**src/rtl/adc_rf_pkg.sv**
```systemverilog
package adc_rf_pkg;
  // Word addresses of the low register group.
  localparam int unsigned ADR_MODE   = 0;
  localparam int unsigned ADR_IEN    = 1;
  localparam int unsigned ADR_STAT   = 2;
  localparam int unsigned ADR_LOST   = 3;
  localparam int unsigned ADR_RECENT = 4;

  // Mode register bit positions.
  localparam int unsigned MODE_TAG_BIT = 0;
  localparam int unsigned MODE_DMA_BIT = 1;
  localparam int unsigned MODE_W       = 2;

  localparam int unsigned BUS_W = 32;

  typedef enum logic [2:0] {
    RK_NONE,
    RK_MODE,
    RK_IEN,
    RK_STAT,
    RK_LOST,
    RK_RECENT,
    RK_CHAN
  } rd_kind_e;
endpackage

```
**src/rtl/adc_rf_capture.sv**
```systemverilog
module adc_rf_capture #(
  parameter int unsigned NCH = 16,
  parameter int unsigned DW  = 12,
  parameter int unsigned CW  = 4
) (
  input  logic          clk,
  input  logic          rst_n,
  input  logic          conv_done,
  input  logic [CW-1:0] conv_chan,
  input  logic [DW-1:0] conv_data,
  input  logic [CW-1:0] sel_idx,
  output logic [DW-1:0] sel_data,
  output logic [DW-1:0] recent_data,
  output logic [CW-1:0] recent_chan
);
  logic [DW-1:0] res_q [NCH];
  logic [NCH-1:0] cap_hit;

  for (genvar g = 0; g < NCH; g++) begin : g_res
    assign cap_hit[g] = conv_done && (conv_chan == CW'(g));
    always_ff @(posedge clk) begin
      if (!rst_n)          res_q[g] <= '0;
      else if (cap_hit[g]) res_q[g] <= conv_data;
    end
  end

  always_ff @(posedge clk) begin
    if (!rst_n) begin
      recent_data <= '0;
      recent_chan <= '0;
    end else if (conv_done) begin
      recent_data <= conv_data;
      recent_chan <= conv_chan;
    end
  end

  always_comb begin
    sel_data = '0;
    for (int i = 0; i < NCH; i++)
      if (sel_idx == CW'(i)) sel_data = res_q[i];
  end

  // the channel result register holds the sample one cycle after its strobe
  p_chan_capture_r1: assert property (@(posedge clk) disable iff (!rst_n)
    conv_done |=> res_q[$past(conv_chan)] == $past(conv_data));
  // the most-recent register follows every strobe
  p_recent_capture_r2: assert property (@(posedge clk) disable iff (!rst_n)
    conv_done |=> (recent_data == $past(conv_data)) && (recent_chan == $past(conv_chan)));
  p_one_hit_r1: assert property (@(posedge clk) disable iff (!rst_n) $onehot0(cap_hit));
endmodule

```
**src/rtl/adc_rf_flags.sv**
```systemverilog
module adc_rf_flags #(
  parameter int unsigned NCH = 16,
  parameter int unsigned CW  = 4
) (
  input  logic           clk,
  input  logic           rst_n,
  input  logic           conv_done,
  input  logic [CW-1:0]  conv_chan,
  input  logic           rd_stat,
  input  logic           rd_lost,
  input  logic           rd_recent,
  input  logic           rd_chan,
  input  logic [CW-1:0]  rd_idx,
  input  logic           dma_en,
  output logic [NCH-1:0] ch_rdy,
  output logic           any_rdy,
  output logic [NCH-1:0] ch_lost,
  output logic           any_lost,
  output logic           dma_req
);
  function automatic logic [NCH-1:0] decode1(input logic [CW-1:0] idx);
    logic [NCH-1:0] v;
    for (int i = 0; i < NCH; i++) v[i] = (idx == CW'(i));
    return v;
  endfunction

  logic [NCH-1:0] rdy_set, rdy_clr, lost_evt;
  logic           glost_evt, rdy_rise;

  assign rdy_set   = conv_done ? decode1(conv_chan) : '0;
  assign rdy_clr   = rd_chan ? decode1(rd_idx) : '0;
  assign lost_evt  = rdy_set & ch_rdy;
  assign glost_evt = conv_done & any_rdy;
  assign rdy_rise  = conv_done & ~any_rdy;

  always_ff @(posedge clk) begin
    if (!rst_n) begin
      ch_rdy   <= '0;
      any_rdy  <= 1'b0;
      ch_lost  <= '0;
      any_lost <= 1'b0;
      dma_req  <= 1'b0;
    end else begin
      ch_rdy   <= (ch_rdy & ~rdy_clr) | rdy_set;
      any_rdy  <= (any_rdy & ~rd_recent) | conv_done;
      ch_lost  <= (rd_lost ? '0 : ch_lost) | lost_evt;
      any_lost <= (any_lost & ~rd_stat) | glost_evt;
      dma_req  <= dma_en & rdy_rise;
    end
  end

  p_rdy_set_r3: assert property (@(posedge clk) disable iff (!rst_n)
    conv_done |=> ch_rdy[$past(conv_chan)] && any_rdy);
  p_rdy_clear_r4: assert property (@(posedge clk) disable iff (!rst_n)
    rd_chan && !(conv_done && conv_chan == rd_idx) |=> !ch_rdy[$past(rd_idx)]);
  p_any_clear_r5: assert property (@(posedge clk) disable iff (!rst_n)
    rd_recent && !conv_done |=> !any_rdy);
  p_lost_set_r6: assert property (@(posedge clk) disable iff (!rst_n)
    conv_done && ch_rdy[conv_chan] |=> ch_lost[$past(conv_chan)]);
  p_glost_set_r7: assert property (@(posedge clk) disable iff (!rst_n)
    conv_done && any_rdy |=> any_lost);
  p_lost_clear_r8: assert property (@(posedge clk) disable iff (!rst_n)
    rd_lost && !conv_done |=> ch_lost == '0);
  p_set_wins_r9: assert property (@(posedge clk) disable iff (!rst_n)
    conv_done && rd_recent |=> any_rdy);
  p_dma_pulse_r10: assert property (@(posedge clk) disable iff (!rst_n)
    dma_req |=> !dma_req);
  p_dma_edge_r10: assert property (@(posedge clk) disable iff (!rst_n)
    dma_req |-> any_rdy && !$past(any_rdy));
endmodule

```
**src/rtl/adc_rf_regif.sv**
```systemverilog
module adc_rf_regif
  import adc_rf_pkg::*;
#(
  parameter int unsigned NCH = 16,
  parameter int unsigned DW  = 12,
  parameter int unsigned CW  = 4,
  parameter int unsigned AW  = CW + 1
) (
  input  logic             clk,
  input  logic             rst_n,
  input  logic             bus_sel,
  input  logic             bus_wr,
  input  logic [AW-1:0]    bus_addr,
  input  logic [BUS_W-1:0] bus_wdata,
  output logic [BUS_W-1:0] bus_rdata,
  input  logic [NCH-1:0]   ch_rdy,
  input  logic             any_rdy,
  input  logic [NCH-1:0]   ch_lost,
  input  logic             any_lost,
  input  logic [DW-1:0]    sel_data,
  input  logic [DW-1:0]    recent_data,
  input  logic [CW-1:0]    recent_chan,
  output logic [CW-1:0]    sel_idx,
  output logic             rd_stat,
  output logic             rd_lost,
  output logic             rd_recent,
  output logic             rd_chan,
  output logic             mode_tag,
  output logic             mode_dma,
  output logic             irq
);
  localparam int unsigned SW = NCH + 2;

  function automatic logic [BUS_W-1:0] stat_word(input logic [NCH-1:0] r,
                                                 input logic a, input logic l);
    logic [BUS_W-1:0] w;
    w = '0;
    w[NCH-1:0] = r;
    w[NCH]     = a;
    w[NCH+1]   = l;
    return w;
  endfunction

  function automatic logic [BUS_W-1:0] recent_word(input logic [DW-1:0] d,
                                                   input logic [CW-1:0] c,
                                                   input logic tag);
    logic [BUS_W-1:0] w;
    w = '0;
    w[DW-1:0] = d;
    if (tag) w[DW+CW-1:DW] = c;
    return w;
  endfunction

  logic [MODE_W-1:0] mode_q;
  logic [SW-1:0]     ien_q;
  logic              rd_acc, wr_acc;
  rd_kind_e          kind;
  logic [BUS_W-1:0]  rmux, stat_now;

  assign rd_acc = bus_sel & ~bus_wr;
  assign wr_acc = bus_sel & bus_wr;
  assign sel_idx = bus_addr[CW-1:0];

  always_comb begin
    kind = RK_NONE;
    if (bus_addr[AW-1])                      kind = RK_CHAN;
    else if (bus_addr == AW'(ADR_MODE))      kind = RK_MODE;
    else if (bus_addr == AW'(ADR_IEN))       kind = RK_IEN;
    else if (bus_addr == AW'(ADR_STAT))      kind = RK_STAT;
    else if (bus_addr == AW'(ADR_LOST))      kind = RK_LOST;
    else if (bus_addr == AW'(ADR_RECENT))    kind = RK_RECENT;
  end

  assign rd_stat   = rd_acc && kind == RK_STAT;
  assign rd_lost   = rd_acc && kind == RK_LOST;
  assign rd_recent = rd_acc && kind == RK_RECENT;
  assign rd_chan   = rd_acc && kind == RK_CHAN;

  assign stat_now = stat_word(ch_rdy, any_rdy, any_lost);

  always_comb begin
    rmux = '0;
    case (kind)
      RK_MODE:   rmux[MODE_W-1:0] = mode_q;
      RK_IEN:    rmux[SW-1:0] = ien_q;
      RK_STAT:   rmux = stat_now;
      RK_LOST:   rmux[NCH-1:0] = ch_lost;
      RK_RECENT: rmux = recent_word(recent_data, recent_chan, mode_tag);
      RK_CHAN:   rmux[DW-1:0] = sel_data;
      default:   rmux = '0;
    endcase
  end

  always_ff @(posedge clk) begin
    if (!rst_n) begin
      mode_q    <= '0;
      ien_q     <= '0;
      bus_rdata <= '0;
    end else begin
      if (wr_acc && kind == RK_MODE) mode_q <= bus_wdata[MODE_W-1:0];
      if (wr_acc && kind == RK_IEN)  ien_q  <= bus_wdata[SW-1:0];
      bus_rdata <= rd_acc ? rmux : '0;
    end
  end

  assign mode_tag = mode_q[MODE_TAG_BIT];
  assign mode_dma = mode_q[MODE_DMA_BIT];
  assign irq = |(stat_now[SW-1:0] & ien_q);

  p_rdata_idle_r12: assert property (@(posedge clk) disable iff (!rst_n)
    !rd_acc |=> bus_rdata == '0);
  p_irq_needs_flag_r11: assert property (@(posedge clk) disable iff (!rst_n)
    irq |-> (ch_rdy != '0) || any_rdy || any_lost);
  p_irq_needs_enable_r11: assert property (@(posedge clk) disable iff (!rst_n)
    irq |-> ien_q != '0);
  p_one_strobe_r12: assert property (@(posedge clk) disable iff (!rst_n)
    $onehot0({rd_stat, rd_lost, rd_recent, rd_chan}));
endmodule

```
**src/rtl/adc_result_flags.sv**
```systemverilog
module adc_result_flags
  import adc_rf_pkg::*;
#(
  parameter int unsigned NCH = 16,
  parameter int unsigned DW  = 12,
  parameter int unsigned CW  = 4,
  parameter int unsigned AW  = CW + 1
) (
  input  logic             clk,
  input  logic             rst_n,
  input  logic             conv_done,
  input  logic [CW-1:0]    conv_chan,
  input  logic [DW-1:0]    conv_data,
  input  logic             bus_sel,
  input  logic             bus_wr,
  input  logic [AW-1:0]    bus_addr,
  input  logic [BUS_W-1:0] bus_wdata,
  output logic [BUS_W-1:0] bus_rdata,
  output logic             dma_req,
  output logic             irq
);
  logic [CW-1:0]  sel_idx, recent_chan;
  logic [DW-1:0]  sel_data, recent_data;
  logic [NCH-1:0] ch_rdy, ch_lost;
  logic           any_rdy, any_lost;
  logic           rd_stat, rd_lost, rd_recent, rd_chan;
  logic           mode_tag, mode_dma;

  adc_rf_capture #(.NCH(NCH), .DW(DW), .CW(CW)) u_capture (
    .clk, .rst_n, .conv_done, .conv_chan, .conv_data,
    .sel_idx, .sel_data, .recent_data, .recent_chan
  );

  adc_rf_flags #(.NCH(NCH), .CW(CW)) u_flags (
    .clk, .rst_n, .conv_done, .conv_chan,
    .rd_stat, .rd_lost, .rd_recent, .rd_chan, .rd_idx(sel_idx),
    .dma_en(mode_dma), .ch_rdy, .any_rdy, .ch_lost, .any_lost, .dma_req
  );

  adc_rf_regif #(.NCH(NCH), .DW(DW), .CW(CW), .AW(AW)) u_regif (
    .clk, .rst_n, .bus_sel, .bus_wr, .bus_addr, .bus_wdata, .bus_rdata,
    .ch_rdy, .any_rdy, .ch_lost, .any_lost, .sel_data, .recent_data, .recent_chan,
    .sel_idx, .rd_stat, .rd_lost, .rd_recent, .rd_chan, .mode_tag, .mode_dma, .irq
  );

  p_dma_gated_r10: assert property (@(posedge clk) disable iff (!rst_n)
    dma_req |-> $past(mode_dma));
endmodule

```
**config.mk**
```make
export PLATFORM = sky130hd
export DESIGN_NAME = adc_result_flags
export DESIGN_NICKNAME = d
export VERILOG_FILES = /design/src/rtl/adc_rf_pkg.sv /design/src/rtl/adc_rf_capture.sv /design/src/rtl/adc_rf_flags.sv /design/src/rtl/adc_rf_regif.sv /design/src/rtl/adc_result_flags.sv
export SDC_FILE = /design/constraint.sdc
export NUM_CORES = 1
export LEC_CHECK = 0
export CAP_MARGIN = 5
export CORE_UTILIZATION = 70
export CTS_BUF_LIST = sky130_fd_sc_hd__clkbuf_8
export DETAILED_ROUTE_END_ITERATION = 8
export DONT_BUFFER_PORTS = 1
export PLACE_DENSITY = 0.82
export SYNTH_ARGS = -nofsm -noshare
export SYNTH_HDL_FRONTEND = slang
export SYNTH_HIERARCHICAL = 1
export SYNTH_SLANG_ARGS = --single-unit
```
**constraint.sdc**
```tcl
create_clock -name clk -period 4.95 [get_ports clk]
set_clock_uncertainty 0.2 [all_clocks]
set_input_delay 0.7425 -clock clk [delete_from_list [all_inputs] [get_ports clk]]
set_output_delay 0.7425 -clock clk [all_outputs]
set_load 0.01 [all_outputs]
```
==> results.toml, run 1 <==
[outcome]
status = "finished clean"

[setup_path]
endpoint_kind = "output port"
criticalPathCategory = "reg2out"
path_max_fanout = 4
cp-start-kind = "flop"
worstPathArrival_ns = 1.87
critPathRequiredTime_ns = 4.01

[finish]
area_delta_synth_final_pct = 5.08
n_fill_cell = 1254
num_antenna_cells = 0
drive_above_1_share_pct = 10.5
multiInputGateArea_sq_um = 5420
regArea_sq_um = 7550
nets = 1214

[floorplanning]
coreArea_sq_um = 18800
die_w_um = 141
start_util_pct = 72.0
die_h_um = 141
dieArea_sq_um = 19900
placementRows = 50
io_pins = 92

[timing]
setup_ws_ns = 2.14
rsz0062_at_grt = "false"
max_slew_margin_pct = 17.3
fmax_ghz = 0.355
fin_crit_sh_pct = 56.9
hold_viol = 0
post-route-min-period_ns = 2.81
drv_slew = 0
timing.setup.tns_ns = 0
worst-slew-pin-transition_ns = 1.23
setup_viol = 0

[synthesis]
yosysUniqueCellTypes = 71
syn_inst = 1192
ys_warn_count = 6
synth.largest_area_cell = "edfxtp_1"
ys.flop_type = "edfxtp_1"
synth-seq-area-share_pct = 55.6
synthesis.area_sq_um = 13600
yosys-top-cells-count = "and2_1, edfxtp_1, dfxtp_1"
synth_area_per_cell_sq_um = 11.4
ys_ff_latch = 281
yosysMostFrequentCell = "and2_1"
async_flop_share_pct = 0
synth_top_area_share_pct = 42.5
synth-edff-count = 192
yosys-top-cells-area = "edfxtp_1, dfxtp_1, and2_1"

[drt]
wl_per_cell_um = 24.9
first_iter_violations = 1428
vias = 9615
firstDrtPassIters = 6
ant_nets = 0
wirelength_um = 35900
drc = 0
avgViaCountPerCell = 6.66

[power_and_ir_drop]
vdd_drop_max_v = 0.000254
powerDensity_nw_per_um2 = 339
power.leakage_nw = 4.95

[place]
place.gp.congestion = 0.928
dp_hpwl_um = 22400
dp_slack_ns = 2.05
io_buffers = 0

[grt]
antenna_found_initial = 1
grt_pass1_vias = 9294
grt_max_degree = 111
grt_pass1_wl_um = 54000
overflow = 0
grtUsageTotal_pct = 37.0

[clock_tree]
ctsResizeCount = 0
cts_buffer_depth = 3
clockRootBuffer = "clkbuf_8"
cts_tree = "built"
holdBufCountCts = 0
numCtsBuffers = 45
clk_pin_slew_ns = 0.06
htree_num_levels = 2
numClockSinks = 281
postCtsSetupRepairBufs = 0
clk_latency_ns = 0.55

[job]
cap_violations = 0

[worst_hold_path]
hold_path.class = "in2reg"
[layout by cell type, fill, tap and decap left out, types with 7 or more instances in the layout]
cell and instances:
and2_1 198, edfxtp_1 192, dfxtp_1 89, o21ai_0 63
nor2b_1 55, mux2i_1 55, clkbuf_8 51, nand2_1 51
nor2_1 39, a21oi_1 37, a22oi_1 34, mux2_2 31
nand3_1 31, inv_1 21, o22ai_1 16, o21ai_1 16
nand2b_1 15, buf_4 15, nor3_1 14, conb_1 14
a21boi_0 11, mux4_2 10, nand3b_1 10, o211ai_1 10
o21a_1 8, a211oi_1 7
[through the flow]
| step | hold WS [ns] | instance area (sq um) | std cells | util, % | total power [mW] |
|---|---|---|---|---|---|
| 5_1_grt | 0.122 | 14300 | 1443 | 75.7 | 4.96 |
| 4_1_cts | 0.113 | 14200 | 1442 | 75.7 | 4.83 |
| 3_5_place_dp | 0.251 | 13400 | 1368 | 71.3 | 3.02 |
| 6_report | 0.132 | 14300 | 1443 | 75.7 | 4.83 |
| 2_1_floorplan | 0.232 | 13600 | 1205 | - | 2.99 |
| 3_3_place_gp | 0.239 | 13400 | 1368 | 71.3 | 3.01 |
[area by class of cell]
class                      instances  share of cell area, %
tap                              260                   2.28
multi-input combinational        804                   38.0
clock inverter                    23                  0.834
clock buffer                      51                   4.92
timing repair buffer              15                  0.790
inverter                           9                  0.237
sequential                       281                   52.9
[worst paths after layout]
path                          start                   endpoint  slack [ns]  cells after the start
max              u_flags/ch_rdy[10]                        irq        2.14                      4
min                           rst_n  u_capture/recent_data[11]        0.13                      1
max reg2reg  u_capture/res_q[0][11]      u_regif/bus_rdata[11]        2.63                      7
min reg2reg     u_flags/ch_lost[12]        u_flags/ch_lost[12]        0.26                      2
[report_power, final]
| group | total [mW] | leakage (nW) | internal, mW | switching (mW) |
|---|---|---|---|---|
| clock network | 1.84 | 0.471 | 0.981 | 0.860 |
| registers | 2.66 | 2.56 | 2.62 | 0.0403 |
| logic | 0.333 | 1.92 | 0.135 | 0.198 |
| total | 4.83 | 4.95 | 3.73 | 1.10 |
[cell families (layout without fill, tap and decap cells)]
logic type / Yosys count / count (layout) / share of synthesized area, %
AND/OR/NAND/NOR: 442 / 442 / 19.0
flip-flops: 281 / 281 / 55.6
AO/OA/AOI/OAI: 250 / 250 / 12.0
buffers and inverters: 120 / 98 / 4.81
multiplexers: 98 / 98 / 8.49
other: 1 / 14 / 0.0276
[worst max-delay path, cell delays in order (launching register included)]
cell	delay, ns
dfxtp_1	0.35
a22o_1	0.26
a221oi_1	0.32
and3_1	0.24
nand4_1	0.15
[sequential cells by signal (all words and copies together), names as in the netlist, 2 cells and up]
| name | cells |
|---|---|
| u_capture/recent_data | 12 |
| u_regif/bus_rdata | 18 |
| u_capture/res_q | 192 |
| u_capture/recent_chan | 4 |
| u_flags/ch_rdy | 16 |
| u_regif/mode_q | 2 |
| u_flags/ch_lost | 16 |
| u_regif/ien_q | 18 |
[per-layer routing]
metal  track usage [%]  vias up  share of wire [%]
met3              9.41      115                 12
li1                  -     4226                  -
met2              55.8      672                 45
met4              18.4        0                4.5
met1              50.0     4602                 39
met5                 0        -                  0
Power figures use the tool's default switching activity.
==> run 2, diff against run 1 <==
--- a/config.mk
+++ b/config.mk
@@ -6,11 +6,11 @@
 export NUM_CORES = 1
 export LEC_CHECK = 0
 export CAP_MARGIN = 5
-export CORE_UTILIZATION = 70
+export CORE_UTILIZATION = 60
 export CTS_BUF_LIST = sky130_fd_sc_hd__clkbuf_8
 export DETAILED_ROUTE_END_ITERATION = 8
 export DONT_BUFFER_PORTS = 1
-export PLACE_DENSITY = 0.82
+export PLACE_DENSITY = 0.75
 export SYNTH_ARGS = -nofsm -noshare
 export SYNTH_HDL_FRONTEND = slang
 export SYNTH_HIERARCHICAL = 1
==> constraint.sdc (replaced) <==
create_clock -name clk -period 2.3 [get_ports clk]
set_clock_uncertainty 0.2 [all_clocks]
set_input_delay 0.345 -clock clk [delete_from_list [all_inputs] [get_ports clk]]
set_output_delay 0.345 -clock clk [all_outputs]
set_load 0.01 [all_outputs]
==> results.toml, run 2 (synthesized netlist as in run 1, its figures left out) <==
[power_and_ir_drop]
finalPower_mw = 10.9
power.leakage_nw = 5.61
powerDensity_nw_per_um2 = 701
vdd_drop_max_v = 0.000621

[drt]
avgViaCountPerCell = 6.42
wirelength_um = 39500
first_iter_violations = 1513
firstDrtPassIters = 9
vias = 10262
ant_nets = 0
wl_per_cell_um = 24.7
drc = 14

[grt]
grt_pass1_vias = 9670
antenna_found_initial = 4
overflow = 0
grt_max_degree = 96
grtUsageTotal_pct = 33.9
grt_pass1_wl_um = 59100

[finish]
n_fill_cell = 1516
drive_above_1_share_pct = 14.1
largest_reg_flops = 192
max_flop_register = "u_capture/res_q"
reg_top3 = "u_capture/res_q: 192 flops, u_regif/bus_rdata: 18 flops, u_regif/ien_q: 18 flops"
final_common_cell = "and2_1"
nets = 1340
multiInputGateArea_sq_um = 5440
finalInstanceArea_sq_um = 15500
layoutNonFillerInstCount = 1599
area_delta_synth_final_pct = 14.5
final_core_util_pct = 70.5
regArea_sq_um = 7550
final_cell_mix = "and2_1, edfxtp_1, dfxtp_1"

[setup_path]
path_max_fanout = 2
endpoint_kind = "output port"
worstPathArrival_ns = 1.76
criticalPathCategory = "reg2out"
crit_chain = "a22o_1, a221oi_2, and3_1, nand4_1"
cp-start-kind = "flop"
cp_num_buf_inv = 0
cp_top_family = "compound AO/OA/AOI/OAI gates"
critPathRequiredTime_ns = 1.75
crit_path_max_incr_delay_ns = 0.32
slowest_stage = "dfxtp_2"

[timing]
whs_ns = 0.0140
worst-slew-pin-transition_ns = 0.931
rsz0062_at_grt = "true"
setup_ws_ns = -0.00249
max_slew_margin_pct = 37.7
post-route-min-period_ns = 2.30
drv_slew = 0
fin_crit_sh_pct = 100
hold_viol = 0
timing.setup.tns_ns = -0.00249
fmax_ghz = 0.434
setup_viol = 1

[outcome]
violations = "design-rule violations, negative setup slack"
status = "finished with violations"

[place]
dp.cells = 1435
place.gp.congestion = 0.921
dp_hpwl_um = 23100
place_area_sq_um = 13800
dp_slack_ns = 0.111
io_buffers = 0

[worst_hold_path]
hold_path.class = "in2reg"

[floorplanning]
coreArea_sq_um = 22000
die_h_um = 152
start_util_pct = 61.6
io_pins = 92
dieArea_sq_um = 23200
die_w_um = 152
placementRows = 54

[clock_tree]
numCtsBuffers = 46
cts_tree = "built"
clk_latency_ns = 0.57
htree_num_levels = 2
cts_buffer_depth = 3
clk_pin_slew_ns = 0.06
clockRootBuffer = "clkbuf_8"
numClockSinks = 281

[job]
cap_violations = 0
run 2: repair_timing:
item | CTS | global route
hold endpoints to repair | 286 | 8
setup endpoints to repair | 1 | 11
setup buffers | 1 | 2
hold buffers | 75 | 1
gates resized for setup | 3 | 7
pin swaps | 2 | 2
run 2: worst paths after layout:
kind	from	endpoint	slack, ns	cells after the start
max	u_flags/ch_rdy[10]	irq	-0.002	4
min	rst_n	u_capture/res_q[1][33]	0.01	2
max reg2reg	u_capture/res_q[0][65]	u_regif/bus_rdata[5]	0.10	7
min reg2reg	u_flags/ch_lost[12]	u_flags/ch_lost[12]	0.26	2
run 2: worst reg2reg max path: stages (launching register included):
cell and delay, ns:
edfxtp_1 0.35, nor2b_1 0.13, a211oi_1 0.37, o21ai_0 0.22, a31oi_1 0.36, o22ai_1 0.15
a22oi_1 0.21, a21oi_1 0.09
run 2: final cells by class:
cell class | instances | area share [%]
Clock buffer | 53 | 4.70
Clock inverter | 30 | 0.958
Tap cell | 280 | 2.26
Antenna cell | 2 | 0.0322
Multi-Input combinational cell | 804 | 35.0
Inverter | 9 | 0.217
Sequential cell | 281 | 48.6
Timing Repair Buffer | 140 | 8.22
run 2: power breakdown:
group	leakage (nW)	switching, mW	total (mW)	internal (mW)
Sequential	2.56	0.0862	5.72	5.63
Combinational	2.54	0.576	0.993	0.418
Clock	0.513	1.98	4.19	2.21
run 2: layer usage:
layer | track usage (%) | part of all wire (%)
met1 | 46.5 | 39
met5 | 0 | 0.041
met4 | 15.6 | 4.9
met3 | 7.62 | 12
met2 | 51.8 | 44
==> run 3, diff against run 2 <==
--- a/config.mk
+++ b/config.mk
@@ -6,11 +6,12 @@
 export NUM_CORES = 1
 export LEC_CHECK = 0
 export CAP_MARGIN = 5
-export CORE_UTILIZATION = 60
+export CORE_ASPECT_RATIO = 0.7
+export CORE_UTILIZATION = 70
 export CTS_BUF_LIST = sky130_fd_sc_hd__clkbuf_8
 export DETAILED_ROUTE_END_ITERATION = 8
 export DONT_BUFFER_PORTS = 1
-export PLACE_DENSITY = 0.75
+export PLACE_DENSITY = 0.82
 export SYNTH_ARGS = -nofsm -noshare
 export SYNTH_HDL_FRONTEND = slang
 export SYNTH_HIERARCHICAL = 1
==> constraint.sdc (replaced) <==
create_clock -name clk -period 2.77 [get_ports clk]
set_clock_uncertainty 0.2 [all_clocks]
set_input_delay 0.4155 -clock clk [delete_from_list [all_inputs] [get_ports clk]]
set_output_delay 0.4155 -clock clk [all_outputs]
set_load 0.01 [all_outputs]
==> results.toml, run 3 (synthesized netlist as in run 1, its figures left out) <==
[timing]
worst-slew-pin-transition_ns = 1.05
setup_viol = 1
rsz0062_at_grt = "false"
max_slew_margin_pct = 29.9
drv_slew = 0
fmax_ghz = 0.359
fin_crit_sh_pct = 101
post-route-min-period_ns = 2.79
hold_viol = 0
setup_ws_ns = -0.0168

[power_and_ir_drop]
powerDensity_nw_per_um2 = 585
p_int_mw = 6.63
p_seq_share_pct = 54.5
p_clk_share_pct = 36.9
power.leakage_nw = 5.27
power.switching_mw = 2.08
comb_power_share_pct = 8.6
swShare_pct = 23.9
vdd_drop_max_v = 0.000476

[floorplanning]
dieArea_sq_um = 19900
start_util_pct = 71.7
coreArea_sq_um = 18900
io_pins = 92
die_h_um = 118
die_w_um = 168
placementRows = 42

[drt]
wl_per_cell_um = 25.5
drc = 0
ant_nets = 0
wirelength_um = 38100
vias = 10188
firstDrtPassIters = 8
first_iter_violations = 1817
avgViaCountPerCell = 6.81

[finish]
final_core_util_pct = 78.7
num_antenna_cells = 0
layoutNonFillerInstCount = 1496
drive_above_1_share_pct = 12.1
area_delta_synth_final_pct = 9.76
nets = 1284
final_common_cell = "and2_1"
max_flop_register = "u_capture/res_q"
largest_reg_flops = 192
n_fill_cell = 1161
reg_top3 = "u_capture/res_q: 192 flops, u_regif/bus_rdata: 18 flops, u_regif/ien_q: 18 flops"
final_cell_mix = "and2_1, edfxtp_1, dfxtp_1"

[clock_tree]
htree_num_levels = 2
clk_latency_ns = 0.55
cts_buffer_depth = 3
clk_pin_slew_ns = 0.06
numCtsBuffers = 42
clockRootBuffer = "clkbuf_8"
cts_tree = "built"
numClockSinks = 281

[setup_path]
ff2ff_path_depth = 6
setup.worst_path.start = "u_regif/ien_q[10]"
cp-start-kind = "flop"
r2r_start = "u_capture/res_q[0][91]"
reg2reg_to = "u_regif/bus_rdata[7]"
criticalPathCategory = "reg2out"
endpoint_kind = "output port"
worstPathArrival_ns = 2.17
endpoint = "irq"
path_max_fanout = 2
regToRegSetupSlack_ns = 0.54
critPathRequiredTime_ns = 2.15

[outcome]
status = "finished with violations"
violations = "negative setup slack"

[grt]
overflow = 0
grt_pass1_vias = 9344
antenna_found_initial = 1
grt_pass1_wl_um = 56400
grt_max_degree = 106
grtUsageTotal_pct = 38.5

[place]
io_buffers = 0
place.gp.congestion = 0.995
dp.cells = 1378
dp_hpwl_um = 23500

[worst_hold_path]
hold_path.class = "in2reg"

[job]
cap_violations = 0
-- run 3: changes by cell type in the layout (fill, tap and decap cells not counted), moves of 3 or more --
cell | before | now
a221oi_2 | 3 | 0
buf_4 | 63 | 42
dlygate4sd3_1 | 73 | 44
clkinv_2 | 4 | 1
o21ai_1 | 21 | 17
dfxtp_1 | 86 | 89
o21ai_0 | 58 | 62
inv_1 | 23 | 18
dfxtp_2 | 3 | 0
a221oi_1 | 3 | 6
-- run 3: metrics by stage --
step	power, mW	setup TNS (ns)	worst slack, ns	hold WS (ns)	instance area [sq um]
final	8.71	-0.0168	-0.0168	0.00789	14900
after global routing	8.94	0	0.0715	0.0267	14900
after CTS	8.68	0	0.0372	0.00256	14900
after detailed placement	5.41	0	0.468	0.250	13600
after global placement	5.39	0	0.494	0.239	13600
after floorplan	5.35	0	0.286	0.232	13600
-- run 3: worst min-delay path by stage --
stage | cells past startpoint | end | startpoint | slack (ns)
after global placement | 2 | u_flags/ch_lost[12] | u_flags/ch_lost[12] | 0.24
after global routing | 3 | u_flags/ch_rdy[11] | bus_addr[3] | 0.03
after floorplan | 2 | u_flags/ch_lost[12] | u_flags/ch_lost[12] | 0.23
final | 3 | u_flags/any_lost | conv_done | 0.008
after detailed placement | 2 | u_flags/ch_lost[12] | u_flags/ch_lost[12] | 0.25
after CTS | 3 | u_flags/ch_rdy[11] | bus_addr[3] | 0.003
-- run 3: power groups by stage --
stage	logic (mW)	clock network [mW]	registers [mW]
2_1_floorplan	0.541	0	4.81
3_3_place_gp	0.568	0	4.82
3_5_place_dp	0.578	0	4.83
4_1_cts	0.721	3.22	4.74
5_1_grt	0.786	3.40	4.76
6_report	0.748	3.21	4.75
-- run 3: per-layer routing --
metal	global-route usage [%]	vias to the layer above	routed length [um]
li1	-	4367	-
met1	58.5	4847	15400
met2	51.8	863	15400
met3	13.9	111	6470
met4	10.1	0	901
met5	0	-	0
-- run 3: cell type report --
type | instances | area (sq um) | share of cell area (%)
repair buffers | 88 | 803 | 5.39
well taps | 242 | 303 | 2.03
clock buffers | 51 | 702 | 4.71
multi-input cells | 804 | 5420 | 36.4
flip-flops and latches | 281 | 7550 | 50.7
inverters | 9 | 33.8 | 0.227
clock inverters | 21 | 83.8 | 0.563
-- run 3: what timing repair did --
item                       4_1_cts  5_1_grt
buffers inserted                 0        0
setup endpoints to repair        0        1
gates resized for setup          0        1
hold buffers                    46        0
hold endpoints to repair       279        0
-- run 3: critical path, stage by stage, from the launching register on --
cell and delay [ns]:
dfxtp_1 0.38, a22o_1 0.31, a221oi_1 0.46, and3_1 0.29, nand4_1 0.18
